File: src/rtl/keycap_pkg.sv
package keycap_pkg;

    // Action taken at a strobed slot
    typedef enum logic [1:0] {
        ACT_NONE   = 2'd0,  // ordinary slot or idle
        ACT_CLEAR  = 2'd1,  // end of cycle, parity does not qualify
        ACT_COMMIT = 2'd2   // end of cycle, parity qualifies
    } slot_act_e;

    // True when a slot number falls inside the key window
    function automatic logic in_window(input int unsigned slot,
                                       input int unsigned first,
                                       input int unsigned count);
        return (slot >= first) && (slot < first + count);
    endfunction

endpackage

File: src/rtl/keycap_slot_decode.sv
module keycap_slot_decode
    import keycap_pkg::*;
#(
    parameter int          SLOT_W        = 6,
    parameter int          FIRST_SLOT    = 8,
    parameter int          NUM_KEYS      = 49,
    parameter logic        COMMIT_PARITY = 1'b0
) (
    input  logic                slot_en,
    input  logic [SLOT_W-1:0]   slot_idx,
    input  logic                sync_n,
    input  logic                scan_par,
    input  logic                key_n,
    output logic [NUM_KEYS-1:0] wr_sel,
    output logic                wr_val,
    output slot_act_e           act
);

    logic in_win;

    // One select line per key, each comparing against its own slot number
    for (genvar g = 0; g < NUM_KEYS; g++) begin : g_sel
        localparam logic [SLOT_W-1:0] MY_SLOT = SLOT_W'(FIRST_SLOT + g);
        always_comb begin
            wr_sel[g] = slot_en && in_win && (slot_idx == MY_SLOT);
        end
    end

    always_comb begin
        in_win = in_window(int'(slot_idx), FIRST_SLOT, NUM_KEYS);
        wr_val = ~key_n;
        act    = ACT_NONE;
        if (slot_en && !sync_n) begin
            act = (scan_par == COMMIT_PARITY) ? ACT_COMMIT : ACT_CLEAR;
        end
    end

endmodule

File: src/rtl/keycap_shadow.sv
module keycap_shadow
    import keycap_pkg::*;
#(
    parameter int NUM_KEYS = 49
) (
    input  logic                clk,
    input  logic                rst_n,
    input  logic [NUM_KEYS-1:0] wr_sel,
    input  logic                wr_val,
    input  slot_act_e           act,
    output logic [NUM_KEYS-1:0] shadow
);

    typedef struct packed {
        logic [NUM_KEYS-1:0] bits;
    } shadow_t;

    shadow_t st_d, st_q;

    always_comb begin
        st_d = st_q;
        for (int i = 0; i < NUM_KEYS; i++) begin
            if (wr_sel[i]) begin
                st_d.bits[i] = wr_val;
            end
        end
        // A new cycle starts after the marker slot
        if (act != ACT_NONE) begin
            st_d.bits = '0;
        end
    end

    always_ff @(posedge clk or negedge rst_n) begin
        if (!rst_n) begin
            st_q <= '0;
        end else begin
            st_q <= st_d;
        end
    end

    assign shadow = st_q.bits;

endmodule

File: src/rtl/keycap_publish.sv
module keycap_publish
    import keycap_pkg::*;
#(
    parameter int NUM_KEYS   = 49,
    parameter int LOWER_KEYS = 24,
    localparam int UPPER_KEYS = NUM_KEYS - LOWER_KEYS
) (
    input  logic                  clk,
    input  logic                  rst_n,
    input  slot_act_e             act,
    input  logic [NUM_KEYS-1:0]   shadow,
    output logic [NUM_KEYS-1:0]   keys,
    output logic [LOWER_KEYS-1:0] keys_lo,
    output logic [UPPER_KEYS-1:0] keys_hi,
    output logic                  valid
);

    typedef struct packed {
        logic [NUM_KEYS-1:0] keys;
        logic                valid;
    } pub_t;

    pub_t st_d, st_q;

    always_comb begin
        st_d       = st_q;
        st_d.valid = 1'b0;
        if (act == ACT_COMMIT) begin
            st_d.keys  = shadow;
            st_d.valid = 1'b1;
        end
    end

    always_ff @(posedge clk or negedge rst_n) begin
        if (!rst_n) begin
            st_q <= '0;
        end else begin
            st_q <= st_d;
        end
    end

    assign keys    = st_q.keys;
    assign keys_lo = st_q.keys[LOWER_KEYS-1:0];
    assign keys_hi = st_q.keys[NUM_KEYS-1:LOWER_KEYS];
    assign valid   = st_q.valid;

endmodule

File: src/rtl/keyscan_capture.sv
module keyscan_capture
    import keycap_pkg::*;
#(
    parameter int   SLOT_W        = 6,
    parameter int   FIRST_SLOT    = 8,
    parameter int   NUM_KEYS      = 49,
    parameter int   LOWER_KEYS    = 24,
    parameter logic COMMIT_PARITY = 1'b0,
    localparam int  UPPER_KEYS    = NUM_KEYS - LOWER_KEYS
) (
    input  logic                  clk,
    input  logic                  rst_n,
    input  logic                  slot_en,
    input  logic [SLOT_W-1:0]     slot_idx,
    input  logic                  sync_n,
    input  logic                  scan_par,
    input  logic                  key_n,
    output logic [NUM_KEYS-1:0]   keys,
    output logic [LOWER_KEYS-1:0] keys_lo,
    output logic [UPPER_KEYS-1:0] keys_hi,
    output logic                  keys_valid
);

    logic [NUM_KEYS-1:0] wr_sel;
    logic                wr_val;
    slot_act_e           act;
    logic [NUM_KEYS-1:0] shadow_q;

    keycap_slot_decode #(
        .SLOT_W       (SLOT_W),
        .FIRST_SLOT   (FIRST_SLOT),
        .NUM_KEYS     (NUM_KEYS),
        .COMMIT_PARITY(COMMIT_PARITY)
    ) u_decode (
        .slot_en (slot_en),
        .slot_idx(slot_idx),
        .sync_n  (sync_n),
        .scan_par(scan_par),
        .key_n   (key_n),
        .wr_sel  (wr_sel),
        .wr_val  (wr_val),
        .act     (act)
    );

    keycap_shadow #(
        .NUM_KEYS(NUM_KEYS)
    ) u_shadow (
        .clk   (clk),
        .rst_n (rst_n),
        .wr_sel(wr_sel),
        .wr_val(wr_val),
        .act   (act),
        .shadow(shadow_q)
    );

    keycap_publish #(
        .NUM_KEYS  (NUM_KEYS),
        .LOWER_KEYS(LOWER_KEYS)
    ) u_publish (
        .clk    (clk),
        .rst_n  (rst_n),
        .act    (act),
        .shadow (shadow_q),
        .keys   (keys),
        .keys_lo(keys_lo),
        .keys_hi(keys_hi),
        .valid  (keys_valid)
    );

endmodule

File: config.mk
export PLATFORM = sky130hd
export DESIGN_NAME = keyscan_capture
export DESIGN_NICKNAME = d
export VERILOG_FILES = /design/src/rtl/keycap_pkg.sv /design/src/rtl/keycap_slot_decode.sv /design/src/rtl/keycap_shadow.sv /design/src/rtl/keycap_publish.sv /design/src/rtl/keyscan_capture.sv
export SDC_FILE = /design/constraint.sdc
export NUM_CORES = 1
export LEC_CHECK = 0
export ABC_AREA = 1
export BUFFER_PORTS_ARGS = -buffer_cell sky130_fd_sc_hd__buf_2
export CAP_MARGIN = 5
export CORE_MARGIN = 10
export CORE_UTILIZATION = 50
export DETAILED_ROUTE_END_ITERATION = 10
export PLACE_DENSITY = 0.75
export SYNTH_ARGS = -nofsm -noshare
export SYNTH_HDL_FRONTEND = slang
export SYNTH_SLANG_ARGS = --single-unit
File: constraint.sdc
create_clock -name clk -period 1 [get_ports clk]
set_clock_uncertainty 0.1 [all_clocks]
set_input_delay 0.05 -clock clk [delete_from_list [all_inputs] [get_ports clk]]
set_output_delay 0.05 -clock clk [all_outputs]
set_load 0.03 [all_outputs]
Yosys cells after proc, flatten, opt, wreduce, memory -nomap -nowiden:

Cells that the tools add are included.

* $lt $le $gt $ge: 2
* eq/ne operators: 50
* mux-type cells: 53
* bitwise gates (word level): 1
* reduce and logical (&&, ||, !) cells: 103

Operators with widths (number)
* 6-bit == test, second input constant: 25
* 2-bit nonzero test: 50
* 6-bit by 5-bit == test with 1-bit output, second input constant: 16
* 1-bit logical AND: 52
* 1-bit two-way mux: 50
* 49-bit two-way mux: 1
* 6-bit by 4-bit == test with 1-bit output, second input constant: 8
* 6-bit by 4-bit greater-or-equal comparator with 1-bit output, second input constant: 1
* 6-bit less-than comparator, second input constant: 1
* 2-bit two-way mux: 2
* 2-bit == test, second input constant: 1
* 1-bit logical NOT: 1
* 1-bit NOT: 1

* bits in registers: 99
* input bits: 12
* output and inout bits: 99
* word-level logic and storage cells: 260

Longest topological paths before layout:

Gate-level depths: netlist of the first run.

* depth in word-level cells: 6
* mapped depth: 8
* gate-level depth less buffers: 8

Cells and area by module:

Synthesis of the first run repeated with hierarchy kept, for this count alone.

* cells, all modules: 763
* area total of the unflattened synthesis: 5392.7 sq um

By module, submodules not included
* keycap_shadow: instances 1, cells each 354, area an instance 2408.6 sq um, sequential area each 1226.2 sq um
* keycap_publish: instances 1, cells each 265, area an instance 2359.8 sq um, sequential area each 1251.2 sq um
* keycap_slot_decode: instances 1, cells each 144, area an instance 624.3 sq um, sequential area each 0.0 sq um

Least setup slack after synthesis of the first run:

Ideal clock, no wire load.

* path type: input -> register
* start: input sync_n
* end: register u_publish.st_q, in the netlist u_publish.keys[10]
* library setup time: 0.130 ns
* data arrival time: 0.870 ns
* required time: 0.770 ns
* path slack: -0.101 ns
* stages on the path: 8
* buffers on the path: 3
* path through: inv_1 nand2_2 or2_1 buf_2 buf_6 buf_6 nand2_1 o21ai_1

* word-level cells in the longest chain between the ends: 4

Ends and longest elaborated chain
* from (decl): line keyscan_capture.sv:15 `input logic sync_n,`
* 1-bit logical NOT: line keycap_slot_decode.sv:33 `if (slot_en && !sync_n) begin`
* 1-bit logical AND: line keycap_slot_decode.sv:33
* 2-bit two-way mux: line keycap_slot_decode.sv:33
* 2-bit == test: line keycap_publish.sv:28 `if (act == ACT_COMMIT) begin`
* to (signal assigned): line keycap_publish.sv:38 `st_q <= st_d;`
* to (decl): line keycap_publish.sv:23 `pub_t st_d, st_q;`

No other way between the ends.
A chain may end at the register's enable or synchronous reset.

Worst setup path in the final report of the first run:

* start: register u_publish.st_q, in the netlist u_publish.keys[43]
* end: output keys_hi[19]

RTL lines
* to (decl): line keyscan_capture.sv:20 `output logic [UPPER_KEYS-1:0] keys_hi,`

No word-level cell between the ends.

==> results of run 1 <==
placed cells by master (no fill, tap or decap), types with 9 or more instances in the layout:
cell	count
buf_12	10
buf_2	12
buf_4	67
buf_6	90
clkbuf_8	9
dfrtp_1	99
inv_1	90
nand2_1	200
nand3_1	42
nand4_1	19
nor2_1	13
o21ai_0	27
o21ai_1	20
o22ai_1	18
power by group through the flow:
| stage | sequential (mW) | combinational [mW] | clock, mW |
|---|---|---|---|
| 6_report | 4.24 | 1.45 | 2.73 |
| 5_1_grt | 4.26 | 1.57 | 2.97 |
| 4_1_cts | 4.23 | 1.40 | 2.78 |
| 3_5_place_dp | 4.28 | 1.20 | 0 |
| 3_3_place_gp | 4.28 | 1.17 | 0 |
| 2_1_floorplan | 4.44 | 0.656 | 0 |
logic make-up (layout without fill, tap and decap cells):
| group | count (synthesis) | after routing | share of synthesized area |
|---|---|---|---|
| simple gates | 281 | 281 | 0.239 |
| buf+inv | 172 | 290 | 0.182 |
| flops | 99 | 99 | 0.507 |
| compound gates | 65 | 65 | 0.0712 |
| other cells | 0 | 2 | 0 |
area by class of cell:
class,instances,area share
flip-flops and latches,99,0.379
repair buffers,180,0.273
multi-input cells,346,0.234
inverters,95,0.0564
well taps,133,0.0254
clock buffers,10,0.0195
clock inverters,5,0.0120
diodes,2,0.000765
synth_stat cells, drive strengths merged:
library cell	count	area, µm²
clkinv	2	7.51
or2	1	6.26
nor3	1	5.00
nand2	201	757
inv	93	349
o21ai	47	235
nor2	15	56.3
dfrtp	99	2480
clkbuf	11	42.5
nand3	44	225
nand4	19	119
buf	66	489
o22ai	18	113
metal layers:
layer	wire length, µm	share of wire	global-route usage	up-vias
li1	-	-	-	2099
met1	5490	0.46	0.227	1957
met2	5450	0.45	0.261	142
met3	925	0.077	0.0600	13
met4	131	0.011	0.0473	0
met5	0	0	0	-
path summary, 6_finish.rpt:
| path | from | endpoint | slack [ns] | cells after the start |
|---|---|---|---|---|
| setup / recovery | u_publish.keys[43] | keys_hi[19] | -0.12 | 1 |
| hold reg to reg | u_shadow.shadow[5] | u_publish.keys[5] | 0.37 | 2 |
| max in group asynchronous | rst_n | u_publish.keys[30] | 0.29 | 3 |
| min in group clk | slot_idx[2] | u_shadow.shadow[0] | 0.03 | 5 |
| hold / removal | rst_n | u_publish.valid | 0.03 | 2 |
| setup reg to reg | u_publish.keys[30] | u_publish.keys[30] | 0 | 4 |
metrics by stage:
stage	hold slack (ns)	TNS, ns	worst slack (ns)	std cells
after detailed placement	-0.107	-17.84	-0.259	819
final	0.0255	-10.31	-0.121	870
after CTS	0.0242	-11.62	-0.133	859
after global placement	-0.115	-15.10	-0.210	819
after global routing	0.0497	-14.53	-0.183	869
after floorplan	-0.346	-2.30	-0.0689	617
what timing repair did:
item                                    CTS  global route
gates cloned                              0             0
resized for setup                       158            34
endpoints found under the hold margin   100             0
buffers inserted                         23            10
endpoints found under the setup margin   99           100
pin swaps                                 0             1
hold buffers                              2             0
registers in the layout, summed over array words and instances, names as in the netlist:
| signal | cells |
|---|---|
| u_publish.keys | 49 |
| u_publish.valid | 1 |
| u_shadow.shadow | 49 |
==> metrics.txt, run 1 <==
Switch Pwr=2.31 mW; CTS Buf Count=9; total I/O pin count=111; global-route wire length before repair=20.2 mm; Worst Setup Start Kind=register; Mapped Nets=629; H-tree depth=3; critical path endpoint category=primary output; Total GRT Usage=0.171; layout cell share with drive strength beyond 1=0.275; storage element area=about 0.0025 mm²; Fillers=786; Post-Synthesis Cell Area=0.00488 mm²; clk sink count=99; drt initial violations=387; Lkg Pwr=3.70 nW; TritonCTS clock tree=done; RSZ-0062 raised after global routing=yes; largest net degree at the start of global routing=approximately 50; die height=119 µm; peak supply drop=0.000647 V; pwr dens=approximately 1300 mW/mm²; row count=36; post-route worst setup slack=-0.121 ns; Top delay family on crit path=flip-flops; fmax=between 800 and 900 MHz; # port buffers=110; min-delay worst type=input port to async pin; CP Buf/Inv Count=1; critical path class=register to primary output; fin. max-slew vios=0; die area=0.0141 mm²; final core utilization=0.679; worst skew pair latency=0.38 ns; switch share=0.275; Vias=4211; routability congestion estimate=0.853; Internal=between 6 and 7 mW; drc violations=0; relative slew slack=0.752; combinational power share=0.172; Design Area, Final=0.00654 mm²; area grow syn2layout=34.0%; Worst Path Arrival=around 0.97 ns; initial antenna violation count=2; Flop pwr share=0.503; width of the chip=119 µm; Avg Cell Area, Syn=7.91 µm²; Nets=around 740; final setup fails=100; Worst Path Max Fanout=3; crit path max-delay cell type=dfrtp_1; period utilisation layout=1.12; DR WL/cell=13.8 µm; clock network power share=0.325; number of global-route vias before repair=4115; synth unique cells=20; clk slew on worst S/H paths=around 0.090 ns; clk buf depth=2; slew at the pin closest to its max-slew limit=0.372 ns; First-pass DRT Iterations=5; Crit path largest cell delay=0.43 ns; critical path required time=approximately 0.85 ns; CTS root buf=clkbuf_8; Hold Vio Cnt, Final=0; vias per inst=4.84; Overflow after GRT=0; Core Footprint=a little under 0.01 mm²; total power=8.42 mW; status=finished with violations; number of warnings issued by yosys=0; min Tclk post-route=roughly 1.1 ns; Yosys reg bits=99; initial core utilization=0.506; area post-placement=0.00549 mm²; sequential area share after synthesis=0.507; detailed-placement wirelength estimate=8.50 mm; multi-input combinational cell area=0.00153 mm²; failing checks=setup timing; maxcap violations=0; CP Cell Sequence=buf_6; Syn Inst Count=just over 600; Final ANT Viol Nets=0; final wirelength=12.0 mm
Note: power is estimated with default switching activity, not from simulation.
==> inputs of run 2 (changes only) <==
ABC_AREA = 0   (was 1)
==> run 2 against run 1 <==
Net effect:
- the run ends with hold timing, setup timing left
- maximum frequency shrank 1.2%
- sequential share of layout area grew 1.5 points
- power shrank 11%
- clock power shrank 11%
- routed wire length shrank 5.3%
- via count shrank 22%
- global-route usage shrank 1.2 points
- setup slack lost 0.013 ns
- highest routed layer unchanged
==> metrics.txt, run 2 <==
detailed-placement wirelength estimate=7.71 mm (-9.2%); Syn Inst Count=397 (-36%); fmax=881 MHz (-1.2%); post-synth top area share=0.513 (+0.00579); drt initial violations=169 (-56%); period utilisation layout=1.13 (+0.0133); non-filler cells, final=624 (-28%); worst skew pair latency=0.37 ns (about the same); WL met3=666 µm (-28%); post-route worst setup slack=-0.135 ns (-0.0133 ns); area grow syn2layout=30.3%; width of the chip=118 µm (-0.47%); Synth Area in XOR/XNOR=0 (unchanged); number of global-route vias before repair=3447 (-16%); final core utilization=0.674 (-0.00442); largest family of logic cells by synthesized area=multiplexers; uppermost routed layer=met4; die area=0.0140 mm² (-0.94%); # hold bufs at CTS=1 (-1); total I/O pin count=111 (unchanged); most common cell after layout, fill and taps aside=dfrtp_1; placed insts=591 (-28%); Core Footprint=0.00933 mm² (-3.2%); # port buffers=110 (unchanged); Synth async-reset ratio=1.00 (unchanged); TritonCTS clock tree=done; CP Buf/Inv Count=1 (unchanged); maxcap violations=0 (unchanged); Synth Flop Type=dfrtp_1; peak supply drop=0.000651 V (+0.50%); Top delay family on crit path=flip-flops; EDFF count, synth=0 (unchanged); min Tclk post-route=1.13 ns (+0.0133 ns); layout cell share with drive strength beyond 1=0.489 (+0.214); Hold Vio Cnt, Final=13 (+13); post-synthesis mux area share=0.201 (+0.201); adder-cell share of the synthesized area=0 (unchanged); Final ANT Viol Nets=0 (unchanged); First-pass DRT Iterations=4 (-1); sequential area share after synthesis=0.513 (+0.00579); Lkg Pwr=3.30 nW (-11%); clk sink count=99 (unchanged); CTS root buf=clkbuf_8; simple-gate share of the synthesized area=0.139 (-0.100); drc violations=0 (unchanged); metal2 WL=5.71 mm (+4.9%); clk buf depth=2 (unchanged); total power=7.51 mW (-11%); final wirelength=11.4 mm (-5.3%); Avg Cell Area, Syn=12.2 µm² (+54%); Post-Synthesis Cell Area=0.00483 mm² (-1.1%); critical path endpoint category=primary output; initial core utilization=0.518 (+0.0110); WL met1=4.81 mm (-12%); Vias=3299 (-22%); final hold slack=-0.0273 ns (-0.0528 ns); Synth area leader=dfrtp_1; routability congestion estimate=0.848 (-0.61%); number of warnings issued by yosys=0 (unchanged); Total GRT Usage=0.159 (-0.0118); DR WL/cell=18.2 µm (+32%); ANT cells=0 (-2); die height=118 µm (-0.47%); Compound-Gate Fraction of Synth Area=0.0249 (-0.0464); pwr dens=1190 mW/mm² (-7.3%); H-tree depth=3 (unchanged); Overflow after GRT=0 (unchanged); largest net degree at the start of global routing=38 (-22%); Mapped Nets=409 (-35%); status=finished with violations; CTS Buf Count=9 (unchanged); clk slew on worst S/H paths=0.10 ns (about the same); Setup TNS Final=-10.41 ns (-0.0969 ns); initial antenna violation count=0 (-2); Synth top cells by count=dfrtp_1 (99), buf_4 (61), nand2_1 (59); Nets=502 (-32%); most frequent cells in the layout=dfrtp_1 (99), buf_6 (96), nand2_1 (58); CP Cell Sequence=buf_6; cell with the most instances after synthesis=dfrtp_1; Yosys reg bits=99 (unchanged); Worst Setup Start Kind=register; Worst Path Arrival=0.98 ns (about the same); largest cells by area after synthesis=dfrtp_1 (51%), mux2_2 (11%), buf_4 (9.5%); Crit path largest cell delay=0.45 ns (+0.02 ns); RSZ-0062 raised after global routing=yes; Worst Path Max Fanout=3 (unchanged); min-delay worst type=input port to register; crit path max-delay cell type=dfrtp_1; final setup fails=115 (+15%); relative slew slack=0.722 (-0.0297); vias per inst=5.29 (+9.2%); slew at the pin closest to its max-slew limit=0.416 ns (+0.0441 ns); global-route wire length before repair=18.7 mm (-7.7%); failing checks=hold timing, setup timing; critical path required time=0.85 ns (about the same); row count=35 (-2.8%); synth unique cells=34 (+70%); critical path class=register to primary output; fin. max-slew vios=0 (unchanged)
run 2: final cells by class:
| class | instances | area [µm²] |
|---|---|---|
| fill | 683 | 3040 |
| sequential | 99 | 2480 |
| multi-input combinational | 217 | 1820 |
| timing repair buffer | 163 | 1650 |
| tap | 129 | 161 |
| clock buffer | 9 | 124 |
| clock inverter | 7 | 58.8 |
run 2: cells by family (layout without fill, tap and decap cells):
kind of cell / Yosys count / count (layout)
and+or+nand+nor: 112 / 112
DFF: 99 / 99
muxes: 91 / 91
buffers and inverters: 81 / 179
AOI/OAI and AO/OA: 14 / 14
run 2: path summary, 6_finish.rpt:
path	slack [ns]	end	cells after the start	startpoint
hold / removal	-0.03	u_shadow.shadow[47]	3	slot_idx[5]
min in group asynchronous	-0.02	u_publish.keys[35]	2	rst_n
max in group asynchronous	0.33	u_publish.keys[41]	3	rst_n
setup / recovery	-0.13	keys_hi[8]	1	u_publish.keys[32]
setup reg to reg	-0.06	u_publish.keys[32]	2	u_publish.keys[32]
hold reg to reg	0.42	u_publish.keys[35]	1	u_shadow.shadow[35]
run 2: report_power, final:
| part | leakage [nW] | internal (mW) | switching, mW | total [mW] |
|---|---|---|---|---|
| clock | 0.0921 | 0.945 | 1.48 | 2.42 |
| sequential | 1.38 | 4.06 | 0.0563 | 4.12 |
| combinational | 1.83 | 0.406 | 0.561 | 0.967 |
| total | 3.30 | 5.41 | 2.10 | 7.51 |
run 2: through the flow:
stage | cell area, µm² | worst slack [ns]
2_1_floorplan | 4900 | -0.139
3_3_place_gp | 5360 | -0.266
3_5_place_dp | 5360 | -0.277
4_1_cts | 6120 | -0.123
5_1_grt | 6290 | -0.165
6_report | 6290 | -0.135
run 2: routing by layer:
layer / vias up / global-route usage
met1: 1670 / 0.196
met2: 93 / 0.268
met4: 0 / 0.0448
li1: 1523 / -
met3: 13 / 0.0447
met5: - / 0
run 2: timing repair:
action | in CTS | in global routing
setup endpoints to repair | 99 | 115
buffers inserted | 15 | 1
pin swaps | 0 | 0
endpoints found under the hold margin | 100 | 13
resized for setup | 152 | 48
==> inputs of run 3 (changes only) <==
--- a/constraint.sdc
+++ b/constraint.sdc
@@ -4,2 +4,2 @@
 set_output_delay 0.05 -clock clk [all_outputs]
-set_load 0.03 [all_outputs]
+set_load 0.01 [all_outputs]
==> run 3 against run 2 <==
Net effect:
- design area fell by 8.6%
- the run still ends with hold timing, setup timing left
- sequential cell count did not move
- power fell by 2.8%
- sequential share of layout area rose by 3.7 points
- non-clock buffer count did not move
- global-route usage fell by 1.0 points
- via count fell by 2.3%
- register-to-register slack improved by 0.05 ns
- critical path depth did not move
==> metrics.txt, run 3 (synthesized netlist as in run 2, its figures left out) <==
status=finished with violations; failing checks=hold timing, setup timing; number of global-route vias before repair=3406 (-1.2%); Vias=3222 (-2.3%); Overflow after GRT=0 (unchanged); CP Cell Sequence=buf_2; H-tree depth=3 (unchanged); TritonCTS clock tree=done; Placement Setup Slack=-0.277 ns (unchanged); width of the chip=118 µm (unchanged); most frequent cells in the layout=buf_2 (103), dfrtp_1 (99), nand2_1 (58); worst skew pair latency=0.37 ns (about the same); Final ANT Viol Nets=0 (unchanged); switch share=0.268 (-0.0109); DR WL/cell=17.2 µm (-5.7%); clock network power share=0.331 (+0.008); area grow syn2layout=19.1%; First-pass DRT Iterations=4 (unchanged); final core utilization=0.616 (-0.0579); initial core utilization=0.518 (unchanged); routability congestion estimate=0.848 (unchanged); Total GRT Usage=0.149 (-0.0100); min Tclk post-route=1.10 ns (-0.0357 ns); layout cell share with drive strength beyond 1=0.489 (unchanged); Flop pwr share=0.562 (+0.014); drc violations=0 (unchanged); CTS Buf Count=9 (unchanged); detailed-placement wirelength estimate=7.71 mm (unchanged); peak supply drop=0.000638 V (-1.9%); Worst Path Arrival=0.95 ns (-0.03 ns); die area=0.0140 mm² (unchanged); Setup TNS Final=-6.52 ns (+3.89 ns); crit path max-delay cell type=dfrtp_1; RSZ-0062 raised after global routing=yes; final wirelength=10.7 mm (-5.7%); slew at the pin closest to its max-slew limit=0.433 ns (+0.0169 ns); clk slew on worst S/H paths=0.10 ns (about the same); min-delay worst type=input port to register; Crit path largest cell delay=0.43 ns (-0.02 ns); global-route wire length before repair=17.7 mm (-5.6%); CTS root buf=clkbuf_8; final hold slack=-0.0351 ns (-0.00775 ns); clk sink count=99 (unchanged); # port buffers=110 (unchanged); period utilisation layout=1.10 (-0.0357); total power=7.29 mW (-2.8%); Switch Pwr=1.96 mW (-6.6%); Nets=502 (unchanged); vias per inst=5.16 (-2.3%); most common cell after layout, fill and taps aside=buf_2; final setup fails=103 (-10%); critical path required time=0.85 ns (about the same); critical path endpoint category=primary output; ANT cells=0 (unchanged); clk buf depth=2 (unchanged); Top delay family on crit path=flip-flops; Internal=5.34 mW (-1.4%); CP Buf/Inv Count=1 (unchanged); total I/O pin count=111 (unchanged); row count=35 (unchanged); pwr dens=1270 mW/mm² (+6.3%); relative slew slack=0.711 (-0.0113); initial antenna violation count=0 (unchanged); maxcap violations=0 (unchanged); Core Footprint=0.00933 mm² (unchanged); critical path class=register to primary output; # hold bufs at CTS=1 (unchanged); fmax=910 MHz (+3.3%); Worst Path Max Fanout=3 (unchanged); Lkg Pwr=3.26 nW (-1.4%); fin. max-slew vios=0 (unchanged); combinational power share=0.107 (-0.022); post-route worst setup slack=-0.0989 ns (+0.0357 ns); drt initial violations=170 (+0.59%); Hold Vio Cnt, Final=13 (unchanged); Worst Setup Start Kind=register; largest net degree at the start of global routing=38 (unchanged); die height=118 µm (unchanged)
==> run 3: cell counts in the layout (fill, tap and decap cells not counted) <==
Identical to the previous run, type by type.
==> run 3: per-layer routing <==
| metal | vias to the layer above | track usage | share of wire |
|---|---|---|---|
| met2 | 95 | 0.242 | 0.48 |
| met1 | 1601 | 0.189 | 0.44 |
| met5 | - | 0 | 0 |
| met3 | 12 | 0.0457 | 0.066 |
| met4 | 0 | 0.0417 | 0.013 |
| li1 | 1514 | - | - |
==> run 3: worst paths after layout <==
| kind | startpoint | end | slack (ns) | cells after the start |
|---|---|---|---|---|
| worst max-delay path | u_publish.keys[33] | keys[33] | -0.1 | 1 |
| worst min-delay path | slot_idx[5] | u_shadow.shadow[47] | -0.04 | 3 |
| worst max register to register | u_publish.keys[33] | u_publish.keys[33] | -0.01 | 2 |
| worst min register to register | u_shadow.shadow[30] | u_publish.keys[30] | 0.41 | 1 |
| max in group asynchronous | rst_n | u_publish.keys[41] | 0.34 | 3 |
| min in group asynchronous | rst_n | u_publish.keys[35] | -0.02 | 2 |
==> run 3: per-stage QoR <==
stage	instances	cell area, µm²
after detailed placement	591	5360
after floorplan	397	4900
final	624	5750
after global placement	591	5360
after CTS	624	5670
after global routing	624	5750
==> run 3: layout make-up <==
class,instances,area [µm²]
Clock buffer,9,124
Fill cell,756,3580
Clock inverter,7,58.8
Sequential cell,99,2480
Timing Repair Buffer,163,1110
Tap cell,129,161
Multi-Input combinational cell,217,1820
==> run 3: tightest hold or removal path: stages <==
cell,delay (ns)
buf_2,0.16
nand3_1,0.10
o31ai_1,0.07
==> run 3: repair_timing <==
item,4_1_cts,5_1_grt
gates resized for setup,0,17
setup buffers,16,0
endpoints found under the hold margin,100,13
endpoints found under the setup margin,99,116
pin swaps,0,0
==> run 3: power by group through the flow <==
stage               sequential (mW)  clock [mW]  combinational (mW)
CTS                            4.10        2.45               0.783
detailed placement             4.18           0               0.760
global route                   4.11        2.62               0.852
finish                         4.10        2.41               0.783
floorplan                      4.19           0               0.455
global placement               4.17           0               0.744
